--- src/rtl/scl_timer_pkg.sv ---
// Shared constants and types for the SCL phase timer.
package scl_timer_pkg;
    localparam int DEF_CNT_W = 16;
    localparam int DEF_SPK_W = 8;
    localparam int HIGH_OVERHEAD = 7;

    typedef enum logic [1:0] {
        SPEED_STD  = 2'd0,
        SPEED_FAST = 2'd1,
        SPEED_HS   = 2'd2,
        SPEED_ALT  = 2'd3
    } speed_t;

    typedef enum logic [1:0] {
        PH_IDLE   = 2'd0,
        PH_LOW    = 2'd1,
        PH_WAIT   = 2'd2,
        PH_HIGH   = 2'd3
    } phase_t;
endpackage

--- src/rtl/scl_glitch_filter.sv ---
// Glitch filter for one bus line.
// Passes a new raw level only after it has been sampled on max(spk_len,1)
// consecutive edges. Assumes raw is already synchronous to clk.
module scl_glitch_filter #(
    parameter int SPK_W = 8
) (
    input  logic             clk,
    input  logic             rst_n,
    input  logic [SPK_W-1:0] spk_len,
    input  logic             raw,
    output logic             clean
);
    logic [SPK_W-1:0] diff_run;
    logic [SPK_W:0]   diff_next;

    // Length the current run of differing samples would reach this edge.
    assign diff_next = {1'b0, diff_run} + 1'b1;

    // Count differing samples and flip the output once the run is long enough.
    always_ff @(posedge clk) begin
        if (!rst_n) begin
            clean    <= 1'b1;
            diff_run <= '0;
        end else if (raw == clean) begin
            diff_run <= '0;
        end else if (diff_next >= {1'b0, spk_len}) begin
            clean    <= raw;
            diff_run <= '0;
        end else begin
            diff_run <= diff_next[SPK_W-1:0];
        end
    end

    // the output only ever moves to the level sampled at that edge.
    assert_follows_raw_R5: assert property (@(posedge clk) disable iff (!rst_n)
        (clean != $past(clean)) |-> (clean == $past(raw)));
endmodule

--- src/rtl/scl_mode_select.sv ---
// Speed-mode multiplexer.
// Picks the high count, low count and spike length for the selected mode.
// Mode 3 is treated as standard; standard shares the fast spike length.
module scl_mode_select
    import scl_timer_pkg::*;
#(
    parameter int CNT_W = 16,
    parameter int SPK_W = 8
) (
    input  logic [1:0]       mode,
    input  logic [CNT_W-1:0] std_hcnt,
    input  logic [CNT_W-1:0] std_lcnt,
    input  logic [CNT_W-1:0] fast_hcnt,
    input  logic [CNT_W-1:0] fast_lcnt,
    input  logic [CNT_W-1:0] hs_hcnt,
    input  logic [CNT_W-1:0] hs_lcnt,
    input  logic [SPK_W-1:0] fast_spike,
    input  logic [SPK_W-1:0] hs_spike,
    output logic [CNT_W-1:0] hcnt_sel,
    output logic [CNT_W-1:0] lcnt_sel,
    output logic [SPK_W-1:0] spk_sel
);
    // Route the register pair of the chosen speed.
    always_comb begin
        unique case (speed_t'(mode))
            SPEED_FAST: begin
                hcnt_sel = fast_hcnt;
                lcnt_sel = fast_lcnt;
                spk_sel  = fast_spike;
            end
            SPEED_HS: begin
                hcnt_sel = hs_hcnt;
                lcnt_sel = hs_lcnt;
                spk_sel  = hs_spike;
            end
            default: begin
                hcnt_sel = std_hcnt;
                lcnt_sel = std_lcnt;
                spk_sel  = fast_spike;
            end
        endcase
    end
endmodule

--- src/rtl/scl_phase_engine.sv ---
// Phase sequencer for SCL.
// Drives the low phase for lcnt+1 cycles, waits for filtered SCL high,
// then times hcnt+spk+7 cycles. Counts are captured at phase start.
module scl_phase_engine
    import scl_timer_pkg::*;
#(
    parameter int CNT_W = 16,
    parameter int SPK_W = 8
) (
    input  logic             clk,
    input  logic             rst_n,
    input  logic             run,
    input  logic [CNT_W-1:0] hcnt,
    input  logic [CNT_W-1:0] lcnt,
    input  logic [SPK_W-1:0] spk,
    input  logic             scl_filt,
    output logic             scl_pull_low,
    output logic             launch_stb,
    output logic             sample_stb
);
    localparam int TW = CNT_W + 1;

    phase_t        phase;
    logic [TW-1:0] tick;
    logic [TW-1:0] low_last;
    logic [TW-1:0] high_len;
    logic [TW-1:0] high_len_now;

    // Total high-phase length for the currently selected registers.
    assign high_len_now = TW'(hcnt) + TW'(spk) + TW'(HIGH_OVERHEAD);

    // Advance through idle, low, wait-for-high and high phases.
    always_ff @(posedge clk) begin
        if (!rst_n) begin
            phase    <= PH_IDLE;
            tick     <= '0;
            low_last <= '0;
            high_len <= '0;
        end else begin
            unique case (phase)
                PH_IDLE: begin
                    if (run) begin
                        phase    <= PH_LOW;
                        tick     <= '0;
                        low_last <= TW'(lcnt);
                    end
                end
                PH_LOW: begin
                    if (tick == low_last) begin
                        phase <= run ? PH_WAIT : PH_IDLE;
                        tick  <= '0;
                    end else begin
                        tick <= tick + 1'b1;
                    end
                end
                PH_WAIT: begin
                    if (scl_filt) begin
                        phase    <= PH_HIGH;
                        tick     <= '0;
                        high_len <= high_len_now;
                    end
                end
                PH_HIGH: begin
                    if (tick == high_len - 1'b1) begin
                        tick <= '0;
                        if (run) begin
                            phase    <= PH_LOW;
                            low_last <= TW'(lcnt);
                        end else begin
                            phase <= PH_IDLE;
                        end
                    end else begin
                        tick <= tick + 1'b1;
                    end
                end
                default: phase <= PH_IDLE;
            endcase
        end
    end

    // Decode the line drive and the two strobes from the phase state.
    always_comb begin
        scl_pull_low = (phase == PH_LOW);
        launch_stb   = (phase == PH_LOW) && (tick == '0);
        sample_stb   = (phase == PH_HIGH) && (tick == (high_len >> 1));
    end

    // the high phase is entered only after filtered SCL was seen high.
    assert_high_after_release_R3: assert property (@(posedge clk) disable iff (!rst_n)
        (phase == PH_HIGH && $past(phase) == PH_WAIT) |-> $past(scl_filt));

    // the low-phase counter never passes its captured end value.
    assert_low_bounded_R2: assert property (@(posedge clk) disable iff (!rst_n)
        (phase == PH_LOW) |-> (tick <= low_last));

    // launch and sample strobes never coincide.
    assert_strobes_apart_R6: assert property (@(posedge clk) disable iff (!rst_n)
        $onehot0({launch_stb, sample_stb}));

    // a low phase only begins when run was set at that edge.
    assert_low_needs_run_R8: assert property (@(posedge clk) disable iff (!rst_n)
        $rose(scl_pull_low) |-> $past(run));
endmodule

--- src/rtl/scl_phase_timer.sv ---
// Top of the multi-speed SCL phase timer.
// Filters both bus lines, selects the speed registers and sequences SCL.
// Assumes scl_in and sda_in are already synchronous to clk.
module scl_phase_timer
    import scl_timer_pkg::*;
#(
    parameter int CNT_W = DEF_CNT_W,
    parameter int SPK_W = DEF_SPK_W
) (
    input  logic             clk,
    input  logic             rst_n,
    input  logic             run,
    input  logic [1:0]       mode,
    input  logic [CNT_W-1:0] std_hcnt,
    input  logic [CNT_W-1:0] std_lcnt,
    input  logic [CNT_W-1:0] fast_hcnt,
    input  logic [CNT_W-1:0] fast_lcnt,
    input  logic [CNT_W-1:0] hs_hcnt,
    input  logic [CNT_W-1:0] hs_lcnt,
    input  logic [SPK_W-1:0] fast_spike,
    input  logic [SPK_W-1:0] hs_spike,
    input  logic             scl_in,
    input  logic             sda_in,
    output logic             scl_pull_low,
    output logic             scl_clean,
    output logic             sda_clean,
    output logic             launch_stb,
    output logic             sample_stb
);
    localparam int N_LINES = 2;

    logic [CNT_W-1:0]   hcnt_sel;
    logic [CNT_W-1:0]   lcnt_sel;
    logic [SPK_W-1:0]   spk_sel;
    logic [N_LINES-1:0] line_raw;
    logic [N_LINES-1:0] line_clean;

    // Bundle the lines so one filter instance is built per line.
    assign line_raw  = {sda_in, scl_in};
    assign scl_clean = line_clean[0];
    assign sda_clean = line_clean[1];

    scl_mode_select #(.CNT_W(CNT_W), .SPK_W(SPK_W)) u_sel (
        .mode       (mode),
        .std_hcnt   (std_hcnt),
        .std_lcnt   (std_lcnt),
        .fast_hcnt  (fast_hcnt),
        .fast_lcnt  (fast_lcnt),
        .hs_hcnt    (hs_hcnt),
        .hs_lcnt    (hs_lcnt),
        .fast_spike (fast_spike),
        .hs_spike   (hs_spike),
        .hcnt_sel   (hcnt_sel),
        .lcnt_sel   (lcnt_sel),
        .spk_sel    (spk_sel)
    );

    for (genvar g = 0; g < N_LINES; g++) begin : g_line
        scl_glitch_filter #(.SPK_W(SPK_W)) u_filt (
            .clk     (clk),
            .rst_n   (rst_n),
            .spk_len (spk_sel),
            .raw     (line_raw[g]),
            .clean   (line_clean[g])
        );
    end

    scl_phase_engine #(.CNT_W(CNT_W), .SPK_W(SPK_W)) u_eng (
        .clk          (clk),
        .rst_n        (rst_n),
        .run          (run),
        .hcnt         (hcnt_sel),
        .lcnt         (lcnt_sel),
        .spk          (spk_sel),
        .scl_filt     (line_clean[0]),
        .scl_pull_low (scl_pull_low),
        .launch_stb   (launch_stb),
        .sample_stb   (sample_stb)
    );
endmodule

--- config.mk ---
export PLATFORM = sky130hd
export DESIGN_NAME = scl_phase_timer
export DESIGN_NICKNAME = d
export VERILOG_FILES = /design/src/rtl/scl_timer_pkg.sv /design/src/rtl/scl_glitch_filter.sv /design/src/rtl/scl_mode_select.sv /design/src/rtl/scl_phase_engine.sv /design/src/rtl/scl_phase_timer.sv
export SDC_FILE = /design/constraint.sdc
export NUM_CORES = 1
export LEC_CHECK = 0
export ABC_AREA = 0
export CAP_MARGIN = 20
export CORE_ASPECT_RATIO = 1.5
export CORE_MARGIN = 2
export CORE_UTILIZATION = 47
export CTS_CLUSTER_DIAMETER = 60
export DETAILED_ROUTE_END_ITERATION = 6
export PLACE_DENSITY = 0.87
export SLEW_MARGIN = 30
export SYNTH_ARGS = -nofsm -noshare
export SYNTH_HDL_FRONTEND = slang
export SYNTH_SLANG_ARGS = --single-unit
--- constraint.sdc ---
create_clock -name clk -period 4.1 [get_ports clk]
set_input_delay 0.41 -clock clk [delete_from_list [all_inputs] [get_ports clk]]
set_output_delay 0.41 -clock clk [all_outputs]
set_load 0.05 [all_outputs]
Word-level counts from Yosys, hierarchy flattened
Cells that the tools add are included.

Bits in registers: 71. Bits in latches: 0. Bits in writable memories: 0. Bits in read-only memories: 0. Input port bits: 119. Output and inout port bits: 5. Logic and storage cells: 64. Memories kept: 0.

$add $sub $neg: 6. $mul: 0. Divide/modulo/power cells: 0. Order comparisons: 2. Equal/unequal tests: 14. Shifts and indexed selects: 0. Muxes and demuxes: 18. Bitwise gates (word level): 3. Reduce and logical (&&, ||, !) cells: 13.

Operator list (number): two-way mux 17 bit (6); one-hot mux 17 bit (4 select lines) (1); one-hot mux 16 bit (2 select lines) (2); == test 17 bit (2); one-hot mux 17 bit (2 select lines) (1); adder 8 x 1 -> 9 bit (second input constant) (2); greater-or-equal comparator 9 x 8 -> 1 bit (2); adder 16 x 8 -> 17 bit (1); adder 17 x 1 -> 17 bit (second input constant) (1); adder 17 x 3 -> 17 bit (second input constant) (1); == test 17 x 16 -> 1 bit (1); logical NOT 17 bit (1); subtractor 17 x 1 -> 17 bit (second input constant) (1); two-way mux 2 bit (5); AND reduction 2 bit (5); two-way mux 8 bit (1); one-hot mux 2 bit (4 select lines) (1); == test 2 bit (second input constant) (3); OR reduction 3 bit (2); == test 2 x 1 -> 1 bit (second input constant) (2); inequality test 2 x 1 -> 1 bit (second input constant) (2); inequality test 2 bit (second input constant) (2); AND reduction 4 bit (1); NOT 1 bit (3); 5 further kinds (7).

Depth between registers and ports, before layout
Depth in word-level cells: 5. Mapped depth: 19. Gate-level depth less buffers: 17.

Modules after synthesis
A second synthesis with hierarchy kept.

Cells, all modules: 826. Area, all modules: 6251.0 um^2.

Modules (own cells, without submodules): scl_phase_engine (instances 1, cells each 574, area an instance 4347.9 um^2, sequential area each 1041.0 um^2); scl_glitch_filter (instances 2, cells each 65, area an instance 584.3 um^2, sequential area each 180.2 um^2); scl_mode_select (instances 1, cells each 122, area an instance 734.5 um^2, sequential area each 0.0 um^2).

Worst setup path after synthesis
No wires, ideal clock.

Path kind: input-to-reg. Start point: input mode[0]. End point: register u_eng.high_len[15]. Library setup time: 0.132 ns. Arrival time: 3.972 ns. Data required time: 3.968 ns. Slack: -0.004 ns. Cell stages on the path: 16. Buffers on the path: 3. Cells stage by stage: inv_1 -> ha_1 -> clkbuf_1 -> buf_1 -> clkbuf_1 -> mux2i_1 -> inv_1 -> ha_1 -> ha_1 -> nor2b_1 -> o21a_1 -> o21a_1 -> o31a_1 -> o311ai_0 -> xor2_1 -> a21oi_1.

Cells in the longest elaborated chain, start to end: 4. Elaborated cells between the ends (all ways): 6. Those cells by class: add/sub: 2; eq/ne: 2; mux: 2.

Ends and longest elaborated chain: start: declaration (line scl_phase_timer.sv:13) `input logic [1:0] mode,`; == test 2 bit / == test 2 x 1 -> 1 bit (equally long branches) (line scl_mode_select.sv:25) `unique case (speed_t'(mode))`; one-hot mux 16 bit (2 select lines) / two-way mux 8 bit (equally long branches) (line scl_mode_select.sv:25); adder 16 x 8 -> 17 bit * (line scl_phase_engine.sv:30) `assign high_len_now = TW'(hcnt) + TW'(spk) + TW'(HIGH_OVERHEAD);`; adder 17 x 3 -> 17 bit * (line scl_phase_engine.sv:30); end signal: assignment (line scl_phase_engine.sv:60) `high_len <= high_len_now;`; end: declaration (line scl_phase_engine.sv:26) `logic [TW-1:0] high_len;`.

Mark *: on every way between the ends. The rest lies on a longest branch, timed or not. A chain may end at the register's enable or synchronous reset.

Final worst setup path
Start point: input mode[1]. End point: register u_eng.high_len[15].

The elaborated chain is that of the path after synthesis.

==> flow_summary.toml <==
[critical_path]
cp.required_ps = 4290
r2r_slack_ps = 950
max_stage_delay_ps = 500
rr_worst_depth = 9
critPathKind = "in2reg"
r2r-end = "u_eng.low_last[0]"
crit_chain = "clkdlybuf4s50_1 > ha_2 > a22oi_1 > nor2_1 > a21oi_1 > ha_1 > inv_1 > ha_1 > inv_1 > fa_1 > nor2b_1 > o21a_1 > o21a_1 > o31a_1 > o311ai_0 > xor2_1 > a21oi_1"
cp_max_fo = 13
arrival_ps = 3890
reg2reg_from = "u_eng.high_len[0]"
start_kind = "input port"
cpMaxStageDelayCell = "clkdlybuf4s50_1"
cp-end-kind = "flop"
startpoint = "mode[1]"
worstSetupEndpoint = "u_eng.high_len[15]"

[synthesis]
synth-seq-cells = 70
synth_fp_nets = 887
synth.avg_cell_area_um2 = 7.92
synth_area_um2 = 5770
yosys.cell_count.top_type = "dfxtp_1"
yosys-top-cells-count = "dfxtp_1, nand2_1, nor2_1"
yosysWarnings = 0
async_flop_share_pct = 0
synth_edf_count = 0
synth-seq-area-share_pct = 24.3
synthTopCellsByArea = "dfxtp_1, ha_1, xor2_1"
synth_area_leader_cell = "dfxtp_1"
syn-instance-count = 728
synth_top_area_share_pct = 24.3
synth_flop_cell = "dfxtp_1"
ys_types = 62

[routing]
wl_met1_um = 6280
wl_met3_um = 972
drtIter0Drc = 314
drc = 0
vias = 5898
vias_per_cell = 6.01
wl_per_cell_um = 17.3
dr.pass1.iters = 5
wl_met2_um = 8810
topRoutingLayerUsed = "met4"
finalWirelength_um = 16900
ant_nets = 0

[global_route]
grt_pass1_wl_um = 27600
grt_pass1_vias = 5766
antenna_found_initial = 0
grt_max_degree = 46
grt_usage_pct = 26.5
grt_overflow = 0

[die]
core-area_um2 = 12000
fp-row-count = 49
die-area_um2 = 13200
initial_core_util_pct = 48.2
fp.dieH_um = 140
io_pins = 124
die_x_um = 94.4

[layout]
syn_to_final_growth_pct = 28.7
antennaDiodeCount = 0
layout-drive-gt1-share_pct = 8.57
fin_nets = 982

[sta]
worst_pin_slew_ps = 715
period_minus_slack_ps = 3700
hold_viol_final = 0
slew_viol_final = 0
fin_worst_skew_ps = 6.97
finalCritPeriodShare_pct = 90.2
setup_tns_ps = 0
setup_violations = 0
rsz0062_at_grt = "false"
fmax_mhz = 270
slew_headroom_pct = 52.3

[job]
drv_cap = 0

[clock_network]
insertion_delay_ps = 340
cts_setup_buffers = 0
cts_tree = "built"
clk_pin_slew_ps = 50
cts_inserted_buffers = 9
clock-sinks = 70
root_buffer = "clkbuf_16"
clockBufferDepth = 2
holdBufCountCts = 0
h-tree-depth = 3
ctsResizeCount = 0

[pwr]
leakagePower_nw = 3.07
fin_total_pwr_mw = 2.45
ir_drop_mv = 0.209
cellPowerDensity_nw_per_um2 = 330

[place]
dpl.hpwl_um = 13000
gp_congestion = 0.955
port_buffers = 123

[outcome]
status = "complete, no violations"

[worst_hold_path]
hp-class = "reg2reg"
-- area by class of cell --
type                    instances  area [µm²]
clock buffers                  10         229
inverters                      27         101
multi-input cells             570        3990
flip-flops and latches         70        1400
repair buffers                145        1400
fillers                       986        4530
clock inverters                 6         109
well taps                     153         191
-- how the worst min path moves through the flow --
stage | start | end | cells past startpoint
CTS | u_eng.low_last[9] | u_eng.low_last[9] | 2
global route | u_eng.low_last[8] | u_eng.low_last[8] | 2
finish | u_eng.low_last[9] | u_eng.low_last[9] | 2
floorplan | g_line[0].u_filt.diff_run[0] | g_line[0].u_filt.diff_run[0] | 1
detailed placement | u_eng.low_last[9] | u_eng.low_last[9] | 2
global placement | g_line[0].u_filt.diff_run[0] | g_line[0].u_filt.diff_run[0] | 1
-- kinds of logic after synthesis --
group	after synthesis	synth area share, %
muxes	13	2.26
xor gates and xnor gates	81	12.3
AOI/OAI and AO/OA	187	23.2
DFF	70	24.3
buffers and inverters	88	6.62
adders and majority gates	40	8.81
and+or+nand+nor	249	22.6
-- worst max-delay path, delay by kind of cell --
kind / cells / cell delay (ps)
AOI/OAI and AO/OA: 7 / 1380
xor gates and xnor gates: 1 / 220
adders and majority gates: 4 / 1080
buffers and inverters: 3 / 620
and+or+nand+nor: 2 / 170
-- report_power, final --
part	switching (mW)	total (mW)	internal, mW
sequential	0.0551	0.768	0.713
clock	0.301	0.896	0.594
combinational	0.404	0.786	0.382
-- sequential cells by signal, indices dropped and copies added, names as in the netlist, named ones only --
register and flops:
u_eng.phase 1, g_line.u_filt.clean 2, u_eng.low_last 16, u_eng.high_len 17
g_line.u_filt.diff_run 16, u_eng.tick 17
-- cell usage in the layout, fill, tap and decap left out, types with 5 or more instances in the layout --
master / Yosys / routed
nand4_1: 13 / 13
o21ai_1: 9 / 9
dfxtp_1: 70 / 70
a21oi_1: 40 / 40
o31ai_2: 14 / 14
o311ai_0: 5 / 5
nor2_1: 48 / 46
clkbuf_16: 0 / 9
ha_1: 39 / 38
a211oi_1: 5 / 5
nand2b_1: 5 / 5
nand2_1: 51 / 51
nor4_1: 18 / 18
a21o_1: 7 / 7
nor2b_1: 21 / 21
a22oi_1: 31 / 31
and3_1: 15 / 15
nor3_1: 16 / 16
xor2_1: 47 / 47
inv_1: 27 / 27
o211ai_1: 5 / 5
a41oi_1: 5 / 5
nand3_1: 39 / 39
clkdlybuf4s50_1: 0 / 123
o21ai_0: 26 / 26
mux2i_1: 13 / 13
xnor2_1: 34 / 34
buf_4: 2 / 22
o21a_1: 9 / 9
-- per-layer routing --
layer / vias to the layer above / global-route usage, %
li1: 2829 / -
met1: 2745 / 30.1
met2: 264 / 46.8
met3: 60 / 3.52
met4: 0 / 14.3
met5: - / 0
-- per-stage QoR --
step                      setup slack [ps]  hold WS, ps  instance area [µm²]  cells  utilization [%]
after floorplan                       52.5          441                 5770    728                -
after global placement                 254          464                 7080    965             59.2
after detailed placement               148          481                 7080    965             59.2
after CTS                              423          488                 7420    981             62.1
after global routing                   147          508                 7420    981             62.1
final                                  401          487                 7420    981             62.1
Note: power is estimated with default switching activity, not from simulation.
